**src/rtl/bangbang_pd_pkg.sv**
```systemverilog
package bangbang_pd_pkg;

  // charge pump command: bit 0 sources (up), bit 1 sinks (down)
  typedef enum logic [1:0] {
    PUMP_HIZ  = 2'b00,
    PUMP_SRC  = 2'b01,
    PUMP_SINK = 2'b10
  } pump_cmd_e;

  localparam int unsigned PRIME_SAMPLES = 2;

endpackage

```
**src/rtl/bangbang_pd_sampler.sv**
```systemverilog
module bangbang_pd_sampler
  import bangbang_pd_pkg::*;
#(
  parameter int unsigned PRIME_N = PRIME_SAMPLES
) (
  input  logic clk_i,
  input  logic rst_ni,
  input  logic ser_i,
  output logic cen_new_o,
  output logic cen_old_o,
  output logic edge_o,
  output logic primed_o
);

  localparam int unsigned CW = (PRIME_N < 2) ? 1 : $clog2(PRIME_N + 1);

  logic          edge_fall_q;
  logic          edge_q;
  logic          cen_new_q;
  logic          cen_old_q;
  logic [CW-1:0] seen_q;

  // boundary probe on the falling edge
  always_ff @(negedge clk_i or negedge rst_ni) begin
    if (!rst_ni) edge_fall_q <= 1'b0;
    else         edge_fall_q <= ser_i;
  end

  // centre samples and retiming of the boundary probe
  always_ff @(posedge clk_i or negedge rst_ni) begin
    if (!rst_ni) begin
      cen_new_q <= 1'b0;
      cen_old_q <= 1'b0;
      edge_q    <= 1'b0;
    end else begin
      cen_new_q <= ser_i;
      cen_old_q <= cen_new_q;
      edge_q    <= edge_fall_q;
    end
  end

  // count centre samples since reset, saturating
  always_ff @(posedge clk_i or negedge rst_ni) begin
    if (!rst_ni)                     seen_q <= '0;
    else if (seen_q != CW'(PRIME_N)) seen_q <= seen_q + 1'b1;
  end

  assign cen_new_o = cen_new_q;
  assign cen_old_o = cen_old_q;
  assign edge_o    = edge_q;
  assign primed_o  = (seen_q == CW'(PRIME_N));


  retime_follow_chk: assert property (@(posedge clk_i) disable iff (!rst_ni)
    $past(rst_ni) |-> (cen_new_q == $past(ser_i)));


  prime_mono_chk: assert property (@(posedge clk_i) disable iff (!rst_ni)
    $past(primed_o) |-> primed_o);

endmodule

```
**src/rtl/bangbang_pd_decide.sv**
```systemverilog
module bangbang_pd_decide
  import bangbang_pd_pkg::*;
(
  input  logic      clk_i,
  input  logic      rst_ni,
  input  logic      cen_new_i,
  input  logic      cen_old_i,
  input  logic      edge_i,
  input  logic      primed_i,
  output pump_cmd_e cmd_o
);

  logic      trans;
  pump_cmd_e cmd_d;
  pump_cmd_e cmd_q;

  assign trans = primed_i & (cen_new_i ^ cen_old_i);

  always_comb begin
    cmd_d = PUMP_HIZ;
    if (trans) begin
      if (edge_i == cen_new_i) cmd_d = PUMP_SINK;  // late
      else                     cmd_d = PUMP_SRC;   // early
    end
  end

  always_ff @(posedge clk_i or negedge rst_ni) begin
    if (!rst_ni) cmd_q <= PUMP_HIZ;
    else         cmd_q <= cmd_d;
  end

  assign cmd_o = cmd_q;


  cmd_legal_chk: assert property (@(posedge clk_i) disable iff (!rst_ni)
    cmd_q != 2'b11);


  no_early_pulse_chk: assert property (@(posedge clk_i) disable iff (!rst_ni)
    !$past(primed_i) |-> (cmd_q == PUMP_HIZ));

endmodule

```
**src/rtl/bangbang_pd.sv**
```systemverilog
module bangbang_pd
  import bangbang_pd_pkg::*;
(
  input  logic clk_i,
  input  logic rst_ni,
  input  logic ser_i,
  output logic up_o,
  output logic dn_o,
  output logic rdata_o
);

  logic      cen_new;
  logic      cen_old;
  logic      edge_s;
  logic      primed;
  pump_cmd_e cmd;

  bangbang_pd_sampler #(.PRIME_N(PRIME_SAMPLES)) u_smp (
    .clk_i     (clk_i),
    .rst_ni    (rst_ni),
    .ser_i     (ser_i),
    .cen_new_o (cen_new),
    .cen_old_o (cen_old),
    .edge_o    (edge_s),
    .primed_o  (primed)
  );

  bangbang_pd_decide u_dec (
    .clk_i     (clk_i),
    .rst_ni    (rst_ni),
    .cen_new_i (cen_new),
    .cen_old_i (cen_old),
    .edge_i    (edge_s),
    .primed_i  (primed),
    .cmd_o     (cmd)
  );

  assign up_o    = cmd[0];
  assign dn_o    = cmd[1];
  assign rdata_o = cen_new;


  never_both_chk: assert property (@(posedge clk_i) disable iff (!rst_ni)
    !(up_o && dn_o));


  quiet_chk: assert property (@(posedge clk_i) disable iff (!rst_ni)
    $past(cen_new == cen_old) |-> (!up_o && !dn_o));


  late_sign_chk: assert property (@(posedge clk_i) disable iff (!rst_ni)
    dn_o |-> $past(edge_s == cen_new));


  early_sign_chk: assert property (@(posedge clk_i) disable iff (!rst_ni)
    up_o |-> $past(edge_s == cen_old));

endmodule

```
**config.mk**
```make
export PLATFORM = sky130hd
export DESIGN_NAME = bangbang_pd
export DESIGN_NICKNAME = d
export VERILOG_FILES = /design/src/rtl/bangbang_pd_pkg.sv /design/src/rtl/bangbang_pd_sampler.sv /design/src/rtl/bangbang_pd_decide.sv /design/src/rtl/bangbang_pd.sv
export SDC_FILE = /design/constraint.sdc
export NUM_CORES = 1
export LEC_CHECK = 0
export BUFFER_PORTS_ARGS = -buffer_cell sky130_fd_sc_hd__buf_2
export CELL_PAD_IN_SITES_DETAIL_PLACEMENT = 0
export CELL_PAD_IN_SITES_GLOBAL_PLACEMENT = 2
export CORE_AREA = 3 3 40 42
export CTS_CLUSTER_DIAMETER = 100
export DETAILED_ROUTE_END_ITERATION = 8
export DIE_AREA = 0 0 43 45
export PLACE_DENSITY = 0.61
export RECOVER_POWER = 50
export SKIP_CTS_REPAIR_TIMING = 1
export SLEW_MARGIN = 20
export SYNTH_ARGS = -nofsm -noshare
export SYNTH_HDL_FRONTEND = slang
export SYNTH_SLANG_ARGS = --single-unit
```
**constraint.sdc**
```tcl
create_clock -name clk_i -period 1.1 [get_ports clk_i]
set_input_delay 0 -clock clk_i [delete_from_list [all_inputs] [get_ports clk_i]]
set_output_delay 0 -clock clk_i [all_outputs]
set_load 0.01 [all_outputs]
```
==> out/summary.txt <==
Synth top cells by count = 7 x dfrtp_1, 2 x inv_1, 2 x nand2b_1, 2 x o22ai_1
core area = 0.00128 mm^2
Post-DP HPWL = 287 um
Root Buffer = clkbuf_4
critical path class = reg2reg
drt first pass iters = 1
Highest Clock Rate = 0.988 GHz
Port-buffer cells = 5
clk sink count = 8
global route overflow = 0
final count of negative-setup-slack endpoints = 0
vias in the first global route = 183
slew margin rel. = 71.4%
Die ar. = 0.00194 mm^2
Yosys top cell area share = 63.6%
via density per instance = 3.84
ys async rst share = 100%
htree depth = 1
share of cells above drive strength 1 = 23.3%
starting density of the core = 21.4%
Post-DP Area = 319 um^2
CTS Buf Count = 3
Mean Syn Cell Area = 14.5 um^2
setup TNS = 0 ns
drt drc = 0
skew final = 0.0116 ns
crit start category = flop
gpl congestion = 0.611
routed length per instance = 8.98 um
fin. max-slew vios = 0
first-pass GRT wire length = 738 um
clock-pin slew on the worst setup and hold paths = 0.06 ns
EDFF count, synth = 0
clk_lat worst skew = 0.25 ns
Req. time, crit path = 1.28 ns
post-synth top area cell = dfrtp_1
synth unique cells = 10
WP data arrival = 1.19 ns
power density over cell area = 1600 mW/mm^2
Final Hold Violating Endpoints = 0
area grow syn2layout = 32.3%
post-route worst setup slack = 0.0882 ns
final core occ = 28.3%
VDD IR max = 0.574 mV
Final Critical Period = 1.01 ns
CP endpoint kind = flop
synth top area cells = dfrtp_1 64%, dfrtn_1 9.1%, ha_1 4.5%
fin crit share = 92.0%
Die X = 43 um
Total Routing Usage GR = 5.90%
fin area = 364 um^2
I/O Pins = 6
critical path fanouts, max = 4
FF+latch area = 200 um^2
Core Rows = 13
final net count = 35
post-synthesis cell area = 275 um^2
worst hold path class = in2async
Fillers = 141
dominant synthesized flop cell = dfrtp_1
maxcap violations = 0
largest net degree at the start of global routing = 9
Worst-Margin Slew = 0.429 ns
vias = 173
Antenna Nets Post-Route = 0
dpl ws = 0.0897 ns
placed cell count = 39
Seq/Total Area, Yosys = 72.7%
Die Span Y = 45 um
CTS tree = built
antenna cells = 0
count leader, synth = dfrtp_1
DRT Wirelength = 404 um
Syn Inst Count = 19
area of the multi-input gates = 67.6 um^2
unrepaired setup endpoints after global routing = no
warnings from Yosys = 0
initial antenna violation count = 0
outcome = finished clean
maximum clock insertion buffer count = 2
fin cells = 45
Post-Syn Nets = 23
leakage = 0.000183 uW
initial DRC count = 0
#FFs+latches synth = 8
[cells in the final DEF, fill, tap and decap left out]
master         netlist  routed
buf_2                0       4
clkbuf_1             0       2
clkbuf_4             0       3
dfrtn_1              1       1
dfrtp_1              7       7
dlygate4sd3_1        0       2
ha_1                 1       1
inv_1                2       2
mux2i_1              1       1
nand2_1              1       1
nand2b_1             2       2
o22ai_1              2       2
or2b_1               1       1
xnor2_1              1       1
[area by class of cell]
type | count | share of cell area [%]
well taps | 15 | 5.15
inverters | 2 | 2.06
clock buffers | 4 | 7.22
repair buffers | 7 | 12.0
flip-flops and latches | 8 | 55.0
multi-input cells | 9 | 18.6
[critical path, cell delays in order (launching register included)]
cell and delay (ns):
dfrtp_1 0.39, inv_1 0.06, ha_1 0.24, nand2b_1 0.09, o22ai_1 0.15
[registers in the layout, indices dropped and copies added (netlist names)]
name / cells
u_dec.cmd_o: 2
u_smp.seen_q: 2
u_smp.cen_new_o: 1
u_smp.cen_old_o: 1
u_smp.edge_fall_q: 1
u_smp.edge_o: 1
[report_power, final]
| part | switching (uW) | internal (uW) | total [uW] |
|---|---|---|---|
| Sequential | 4.45 | 307 | 312 |
| Combinational | 17.7 | 16.9 | 34.6 |
| Clock | 97.7 | 139 | 236 |
| Total | 120 | 463 | 583 |
[final timing paths]
kind,to,from,slack (ns),cells past startpoint
worst max-delay path,u_dec.cmd_o[0],u_smp.seen_q[0],0.09,4
worst min-delay path,u_dec.cmd_o[0],rst_ni,0.19,2
worst max register to register,u_dec.cmd_o[0],u_smp.seen_q[0],0.09,4
worst min register to register,u_smp.cen_old_o,u_smp.cen_new_o,0.40,0
min in group clk_i,u_smp.edge_fall_q,ser_i,0.30,1
max in group asynchronous,u_smp.edge_fall_q,rst_ni,0.14,2
[kinds of logic after synthesis]
kind of cell	Yosys count	synth area share [%]
AND/OR/NAND/NOR	4	8.64
adder cells (fa/ha/maj)	1	4.54
flip-flops	8	72.7
AO/OA/AOI/OAI	2	4.54
XOR/XNOR	1	3.18
buffers and inverters	2	2.73
multiplexers	1	3.64
[metal layers]
layer	up-vias	global-route usage (%)	part of all wire (%)
met5	-	0	0
met4	0	7.23	0
met3	0	3.98	9.7
met2	6	7.78	44
met1	83	5.49	46
li1	84	-	-
[through the flow]
step / power [uW] / hold WS (ns)
after floorplan: 330 / -0.296
after global placement: 346 / -0.156
after detailed placement: 347 / -0.149
after CTS: 599 / -0.434
after global routing: 625 / 0.221
final: 583 / 0.190
(Power assumes the default switching activity.)
